### config.mk
export PLATFORM = sky130hd
export DESIGN_NAME = subframeFramer
export DESIGN_NICKNAME = d
export VERILOG_FILES = /design/src/rtl/sfPkg.sv /design/src/rtl/sfCtrl.sv /design/src/rtl/sfData.sv /design/src/rtl/subframeFramer.sv
export SDC_FILE = /design/constraint.sdc
export NUM_CORES = 1
export LEC_CHECK = 0
export ABC_AREA = 1
export BUFFER_PORTS_ARGS = -buffer_cell sky130_fd_sc_hd__buf_2
export CAP_MARGIN = 0
export CELL_PAD_IN_SITES_DETAIL_PLACEMENT = 2
export CELL_PAD_IN_SITES_GLOBAL_PLACEMENT = 2
export CORE_AREA = 2 2 106 108
export CTS_CLUSTER_DIAMETER = 40
export DETAILED_ROUTE_END_ITERATION = 16
export DIE_AREA = 0 0 108 110
export GPL_ROUTABILITY_DRIVEN = 0
export MAX_ROUTING_LAYER = met4
export PLACE_DENSITY_LB_ADDON = 0.08
export SYNTH_ARGS = -nofsm -noshare
export SYNTH_HDL_FRONTEND = slang
export SYNTH_SLANG_ARGS = --single-unit
### constraint.sdc
create_clock -name clk -period 6.45 [get_ports clk]
set_clock_uncertainty 0.15 [all_clocks]
set_input_delay 1.6125 -clock clk [delete_from_list [all_inputs] [get_ports clk]]
set_output_delay 1.6125 -clock clk [all_outputs]
set_load 0.1 [all_outputs]
### src/rtl/sfPkg.sv
package sfPkg;
  typedef enum logic [1:0] {
    TAG_IDLE = 2'b00,
    TAG_B    = 2'b01,
    TAG_M    = 2'b10,
    TAG_W    = 2'b11
  } preTagT;

  typedef struct packed {
    logic load;      // capture a new subframe
    logic shift;     // move to next slot
    logic zeroFill;  // load zeros instead of the input word
  } ctrlStbT;
endpackage

### src/rtl/sfCtrl.sv
module sfCtrl
  import sfPkg::*;
#(
  parameter int FRAMES = 192,
  parameter int SLOTS  = 32,
  localparam int SUBS   = 2 * FRAMES,
  localparam int IDX_W  = $clog2(SUBS),
  localparam int SLOT_W = $clog2(SLOTS)
) (
  input  logic              clk,
  input  logic              rstN,
  input  logic              slotStrobe,
  input  logic              wordValid,
  input  logic              restart,
  output ctrlStbT           stb,
  output logic              wordReady,
  output preTagT            preTag,
  output logic [SLOT_W-1:0] slotIdx,
  output logic              underrun
);
  localparam logic [SLOT_W-1:0] LAST_SLOT = SLOT_W'(SLOTS - 1);
  localparam logic [IDX_W-1:0]  LAST_SUB  = IDX_W'(SUBS - 1);

  logic             active;
  logic             restartPend;
  logic [IDX_W-1:0] subIdx;
  logic [IDX_W-1:0] nextIdx;
  logic             startSf;

  assign active  = (preTag != TAG_IDLE);
  assign startSf = slotStrobe && (!active || slotIdx == LAST_SLOT);

  always_comb begin
    if (restartPend || restart || !active) nextIdx = '0;
    else if (subIdx == LAST_SUB)           nextIdx = '0;
    else                                   nextIdx = subIdx + IDX_W'(1);
  end

  assign stb.load     = startSf;
  assign stb.shift    = slotStrobe && !startSf;
  assign stb.zeroFill = !wordValid;
  assign wordReady    = startSf;

  always_ff @(posedge clk) begin
    if (!rstN) begin
      preTag      <= TAG_IDLE;
      slotIdx     <= '0;
      subIdx      <= '0;
      restartPend <= 1'b0;
      underrun    <= 1'b0;
    end else begin
      if (startSf) begin
        subIdx      <= nextIdx;
        slotIdx     <= '0;
        underrun    <= !wordValid;
        restartPend <= 1'b0;
        if (nextIdx == '0)      preTag <= TAG_B;
        else if (nextIdx[0])    preTag <= TAG_W;
        else                    preTag <= TAG_M;
      end else begin
        if (restart) restartPend <= 1'b1;
        if (slotStrobe) slotIdx <= slotIdx + SLOT_W'(1);
      end
    end
  end
endmodule

### src/rtl/sfData.sv
module sfData
  import sfPkg::*;
#(
  parameter int SLOTS  = 32,
  parameter int PRE_W  = 4
) (
  input  logic             clk,
  input  logic             rstN,
  input  ctrlStbT          stb,
  input  logic             msbFirst,
  input  logic [SLOTS-1:0] wordData,
  output logic             slotBit
);
  logic [SLOTS-1:0] lsbVec;
  logic [SLOTS-1:0] msbVec;
  logic [SLOTS-1:0] ordered;
  logic [SLOTS-1:0] framed;
  logic [SLOTS-1:0] shReg;

  for (genvar k = 0; k < SLOTS; k++) begin : g_order
    assign lsbVec[k] = wordData[k];
    assign msbVec[k] = wordData[SLOTS-1-k];
  end

  assign ordered = msbFirst ? msbVec : lsbVec;

  always_comb begin
    framed = stb.zeroFill ? '0 : ordered;
    framed[PRE_W-1:0] = '0;
    framed[SLOTS-1]   = ^framed[SLOTS-2:PRE_W];
  end

  always_ff @(posedge clk) begin
    if (!rstN)          shReg <= '0;
    else if (stb.load)  shReg <= framed;
    else if (stb.shift) shReg <= {1'b0, shReg[SLOTS-1:1]};
  end

  assign slotBit = shReg[0];
endmodule

### src/rtl/subframeFramer.sv
module subframeFramer
  import sfPkg::*;
#(
  parameter int FRAMES = 192
) (
  input  logic        clk,
  input  logic        rstN,
  input  logic [31:0] wordData,
  input  logic        wordValid,
  output logic        wordReady,
  input  logic        msbFirst,
  input  logic        restart,
  input  logic        slotStrobe,
  output logic        slotBit,
  output logic [4:0]  slotIdx,
  output logic [1:0]  preTag,
  output logic        underrun
);
  localparam int SLOTS = 32;
  localparam int PRE_W = 4;

  ctrlStbT stb;
  preTagT  tagInt;

  sfCtrl #(.FRAMES(FRAMES), .SLOTS(SLOTS)) u_ctrl (
    .clk       (clk),
    .rstN      (rstN),
    .slotStrobe(slotStrobe),
    .wordValid (wordValid),
    .restart   (restart),
    .stb       (stb),
    .wordReady (wordReady),
    .preTag    (tagInt),
    .slotIdx   (slotIdx),
    .underrun  (underrun)
  );

  sfData #(.SLOTS(SLOTS), .PRE_W(PRE_W)) u_data (
    .clk     (clk),
    .rstN    (rstN),
    .stb     (stb),
    .msbFirst(msbFirst),
    .wordData(wordData),
    .slotBit (slotBit)
  );

  assign preTag = tagInt;
endmodule

==> metrics.txt, run 1 <==
TritonCTS clock tree=built; H-tree levels=2; WP buf/inv=4; Seq/Total Area, Yosys=around 30%; Synth top area share=30.0%; Syn Inst Count=569; Final period util=a little under three quarters; later-pin clock latency in the skew report=~0.31 ns; critical path class=in -> out; Yosys reg bits=50; row cnt=38; commonest cells after routing, fill and taps aside=nand2_1, nand3_1, inv_1; I/O Buffers=45; Detailed Route WL=10.5 mm; DRT Pass-1 Iters=4; Max stage delay on crit path=0.50 ns; Hold Path Origin=u_data.shReg[3]; sinks on the clock net=50; actual slew at the worst max-slew pin=between 1 and 1.5 ns; most common cell after layout, fill and taps aside=nand2_1; CP Capture Type=output port; Data required, critical path=between 4 and 5 ns; Static Leak=1.81 nW; Design Power=approximately 0.73 mW; final std cells w/o fill=737; critical-path cell list=buf_2, nand2_1, inv_1, buf_4, buf_2; post-synthesis area per instance=5.86 µm²; WL per Instance=14.2 µm; crit path from=slotStrobe; PostCTS Resize Cnt=0; hold buffers post-CTS=0; post-synth top area cell=dfxtp_1; vias in the first global route=3,774; final instance area=3700 µm²; GRT Overall Usage=18.8%; Max Cap Viol=0; vias per cell=5.04; reg2reg start=u_ctrl.slotIdx[0]; Worst Hold Class=reg -> reg; Starting Density=a little under a third; Placed Area=3610 µm²; Power Density=between 150 and 200 nW/µm²; Netlist cell types=28; total die area=11,900 µm²; peak supply drop=a little under 0.07 mV; RSZ-0062 raised after global routing=no; crit-path max FO=31; Vias=3,711; synthesis-to-layout area growth=10.9%; antenna violations before repair=0; CP dominant cell by count=buf_2; final hold violations=0; Die H=110 µm; core area=between 10,000 and 15,000 µm²; Setup Viol. Count Final=0; FMAX=approximately 220 MHz; CTS Root Cell=clkbuf_8; Longest Clk Path Bufs=2; min cycle time layout=4.62 ns; Reg2Reg Depth=9; cts bufs inserted=5; Yosys warning count=0; largest net degree at the start of global routing=between 50 and 60; layout cells sized above 1=13.1%; first-pass GRT wire length=17.6 mm; DP HPWL=7.89 mm; delay-heaviest family, CP=buffers and inverters; CP Launch Type=primary input; Post-CTS Setup Inserts=0; n_diodes=0; synthesized area=about 3300 µm²; CP Depth=5; Post-DRT Antenna Nets=0; register clock-pin slew on the reported worst setup and hold paths=0.09 ns; DRT iter0 DRCs=121; Final nets=about 640; Die Wd=108 µm; CP Data Arrival Time=2.86 ns; setup TNS after final layout=0 ns; placed instance count=729; Top Ports=48; crit path max-delay cell type=buf_2; Hold Crit Depth=2; max_slew headroom=32.2%; largest cells by area after synthesis=dfxtp_1, nand2_1, nand3_1; status=complete, no violations; # DRC=0; grt ovf=0; syn nets=610; Slew Limit Fails=0
==> cells by family after synthesis <==
| logic type | synth area share [%] |
|---|---|
| compound gates | 11.0 |
| fa+ha+maj | 1.13 |
| simple gates | 44.6 |
| flops | 30.0 |
| xor+xnor | 1.58 |
| buf+inv | 11.7 |
==> cells in the mapped netlist, drive strengths merged <==
cell type  count
inv           63
a211oi         3
nor2          32
and3           1
a21oi          7
nand2        249
xnor2          1
clkbuf        14
nand3         67
ha             3
buf           14
dfxtp         50
nand4          5
o21ai         16
or2            3
nor3           2
xor2           5
a31oi         27
o22ai          7
==> metrics by stage <==
step / setup WS (ns) / hold WS, ns / utilization, %
final: 1.83 / 0.331 / 34.6
after global routing: 1.75 / 0.372 / 34.6
after CTS: 1.84 / 0.334 / 34.6
after detailed placement: 1.85 / 0.318 / 33.7
after global placement: 1.82 / 0.302 / 33.7
after floorplan: 1.81 / 0.290 / -
==> report_power, final <==
group	switching, mW	leakage [nW]	total (mW)	internal (mW)
sequential	0.00760	0.406	0.330	0.322
combinational	0.146	1.36	0.204	0.0581
clock	0.108	0.0482	0.195	0.0869
==> final timing paths <==
kind              slack (ns)               to
setup / recovery        1.83        wordReady
hold / removal          0.33  u_data.shReg[2]
setup reg to reg        3.86  u_data.shReg[3]
hold reg to reg         0.33  u_data.shReg[2]
==> final cells by class <==
type,count,area [µm²]
Fill cell,1396,7000
Inverter,63,236
Clock buffer,7,86.3
Sequential cell,50,1000
Multi-Input combinational cell,428,1950
Tap cell,140,175
Clock inverter,1,5.00
Timing Repair Buffer,48,248
==> worst reg2reg max path: cells and delay by family (launching register included) <==
family,cells,cell delay [ns]
flops,1,0.35
simple gates,4,1.01
fa+ha+maj,2,0.38
buf+inv,2,0.48
compound gates,1,0.06
==> per-layer routing <==
metal  part of all wire, %  vias up  wire length, µm  global-route usage, %
met5                     0        -                0                      -
met4                  0.97        0              101                   4.40
met3                   2.7        5              281                   1.76
met2                    48       53             5010                   32.6
met1                    48     1795             5060                   23.8
li1                      -     1858                -                      -
==> state kept, by name (all words and copies together) (netlist names) <==
register,count
u_ctrl.preTag,2
u_ctrl.restartPend,1
u_ctrl.slotIdx,5
u_ctrl.subIdx,9
u_ctrl.underrun,1
u_data.shReg,32
Note: power is estimated with default switching activity, not from simulation.
==> run 2: changes to the inputs <==
--- a/config.mk
+++ b/config.mk
@@ -5,15 +5,15 @@
 export SDC_FILE = /design/constraint.sdc
 export NUM_CORES = 1
 export LEC_CHECK = 0
-export ABC_AREA = 1
+export ABC_AREA = 0
 export BUFFER_PORTS_ARGS = -buffer_cell sky130_fd_sc_hd__buf_2
 export CAP_MARGIN = 0
 export CELL_PAD_IN_SITES_DETAIL_PLACEMENT = 2
 export CELL_PAD_IN_SITES_GLOBAL_PLACEMENT = 2
-export CORE_AREA = 2 2 106 108
+export CORE_AREA = 2 2 99 101
 export CTS_CLUSTER_DIAMETER = 40
 export DETAILED_ROUTE_END_ITERATION = 16
-export DIE_AREA = 0 0 108 110
+export DIE_AREA = 0 0 101 103
 export GPL_ROUTABILITY_DRIVEN = 0
 export MAX_ROUTING_LAYER = met4
 export PLACE_DENSITY_LB_ADDON = 0.08
==> constraint.sdc (replaced) <==
create_clock -name clk -period 4.74 [get_ports clk]
set_clock_uncertainty 0.15 [all_clocks]
set_input_delay 1.185 -clock clk [delete_from_list [all_inputs] [get_ports clk]]
set_output_delay 1.185 -clock clk [all_outputs]
set_load 0.1 [all_outputs]
==> run 2 against run 1 <==
Net effect:
- design area down 5.5%
- combinational power up 66%
- clock power up 46%
- non-clock buffer count up 2
- sequential share of layout area up 1.6 points
- global-route usage down 2.1 points
- first-iteration DRC count down 11%
==> metrics.txt, run 2 <==
RSZ-0062 raised after global routing=no; core area=roughly 9500 µm²; min cycle time layout=3.67 ns; setup TNS after final layout=0 ns; crit path from=u_ctrl.slotIdx[0]; Final period util=77.4%; vias per cell=5.39; Synth top area share=32.4%; Starting Density=32.6%; grt ovf=0; n_diodes=0; Yosys warning count=0; most frequent cells after synthesis=dfxtp_1, nand2_1, nor2_1, mux2i_1, o211a_1; Hold Path Origin=u_data.shReg[4]; final hold violations=0; Yosys reg bits=50; fill cell count=1,113; PostCTS Resize Cnt=0; commonest cells after routing, fill and taps aside=dfxtp_1, buf_2, nand2_1; CTS Root Cell=clkbuf_8; Final nets=431; synthesis-to-layout area growth=13.2%; Detailed Route WL=8.19 mm; most common cell after layout, fill and taps aside=dfxtp_1; # DRC=0; Max Cap Viol=0; top-count cell post-synth=dfxtp_1; Final WS setup=between 1 and 1.5 ns; asr flop ratio synth=0%; WL per Instance=16.2 µm; row cnt=36; post-place setup slack=1.38 ns; vias in the first global route=~2,800; max FFs per register=32; Post-synth EDFFs=0; largest cells by area after synthesis=dfxtp_1, mux2i_1, o211a_1; CP Capture Type=output port; TritonCTS clock tree=built; critical path class=reg -> out; FMAX=around 270 MHz; DRT Pass-1 Iters=4; final std cells w/o fill=505; CP dominant cell by count=ha_1; placed instance count=slightly below 500; post-synthesis area per instance=8.55 µm²; Slew Limit Fails=0; Top Ports=48; Worst Hold Class=reg -> reg; crit-path max FO=16; synthesized area=approximately 3100 µm²; reg2reg start=u_ctrl.subIdx[0]; CP Data Arrival Time=2.33 ns; cts bufs inserted=5; Largest regs=u_data.shReg (32), u_ctrl.subIdx (9), u_ctrl.slotIdx (5); hold buffers post-CTS=0; DRT iter0 DRCs=108; DP HPWL=5.78 mm; Vias=2,721; Post-CTS Setup Inserts=0; ys flop type=dfxtp_1; Design Power=between 1 and 1.5 mW; Syn Inst Count=roughly 360; Post-DRT Antenna Nets=0; first-pass GRT wire length=between 10 and 15 mm; later-pin clock latency in the skew report=0.30 ns; GRT Overall Usage=16.7%; CP Launch Type=flop; layout cells sized above 1=16.1%; peak supply drop=0.150 mV; largest net degree at the start of global routing=73; Die Wd=101 µm; total die area=10,400 µm²; I/O Buffers=45; syn nets=402; Finished Core Util=approximately 37%; Seq/Total Area, Yosys=32.4%; Die H=between 100 and 150 µm; status=complete, no violations; Data required, critical path=3.40 ns; post-synth top area cell=dfxtp_1; H-tree levels=2; Power Density=309 nW/µm²; Longest Clk Path Bufs=2; critical-path cell list=ha_1, and3_1, ha_1, or2_2, nand2_1, inv_1, buf_4, buf_12; Static Leak=1.69 nW; max_slew headroom=45.0%; Setup Viol. Count Final=0; Netlist cell types=40; register clock-pin slew on the reported worst setup and hold paths=roughly 0.090 ns; actual slew at the worst max-slew pin=0.815 ns; crit path max-delay cell type=dfxtp_1; sinks on the clock net=50; Max stage delay on crit path=0.36 ns; antenna violations before repair=0; register bank with the most flops=u_data.shReg
run 2: worst max-delay path, delay by kind of cell, from the launching register on:
family	cells	cell delay, ns
simple gates	3	0.76
fa+ha+maj	2	0.45
buf+inv	3	0.45
flops	1	0.36
run 2: area by class of cell:
| cell class | instances | area (µm²) | area share, % |
|---|---|---|---|
| sequential | 50 | 1000 | 28.6 |
| timing repair buffer | 50 | 278 | 7.95 |
| tap | 114 | 143 | 4.08 |
| clock inverter | 1 | 8.76 | 0.251 |
| inverter | 3 | 11.3 | 0.322 |
| clock buffer | 7 | 96.3 | 2.76 |
| multi-input combinational | 280 | 1960 | 56.0 |
run 2: power breakdown:
group	switching, mW	internal (mW)
Clock	0.149	0.134
Sequential	0.0143	0.445
Combinational	0.205	0.133
Total	0.369	0.712
run 2: final timing paths:
check / end / slack (ns) / cells after the start
max: wordReady / 1.07 / 8
min: u_data.shReg[3] / 0.33 / 2
max reg2reg: u_ctrl.preTag[0] / 2.20 / 7
min reg2reg: u_data.shReg[3] / 0.33 / 2
run 2: cells by family (layout without fill, tap and decap cells):
family / after synthesis / count (layout) / share of synthesized area, %
adders and majority gates: 3 / 3 / 1.22
and+or+nand+nor: 120 / 120 / 18.2
muxes: 30 / 30 / 9.73
AOI/OAI and AO/OA: 96 / 96 / 24.1
DFF: 50 / 50 / 32.4
xor gates and xnor gates: 31 / 31 / 9.93
buffers and inverters: 31 / 61 / 4.42
run 2: routing by layer:
metal / global-route usage (%) / wire (µm) / vias up / part of all wire (%)
met5: - / 0 / - / 0
met4: 3.43 / 58 / 0 / 0.71
li1: - / - / 1352 / -
met2: 28.1 / 3920 / 48 / 48
met1: 21.7 / 3950 / 1316 / 48
met3: 2.31 / 263 / 5 / 3.2
run 2: per-stage QoR:
step / cell area [µm²] / hold slack (ns)
finish: 3490 / 0.332
detailed placement: 3390 / 0.323
global route: 3490 / 0.356
CTS: 3490 / 0.339
global placement: 3390 / 0.311
floorplan: 3090 / 0.303
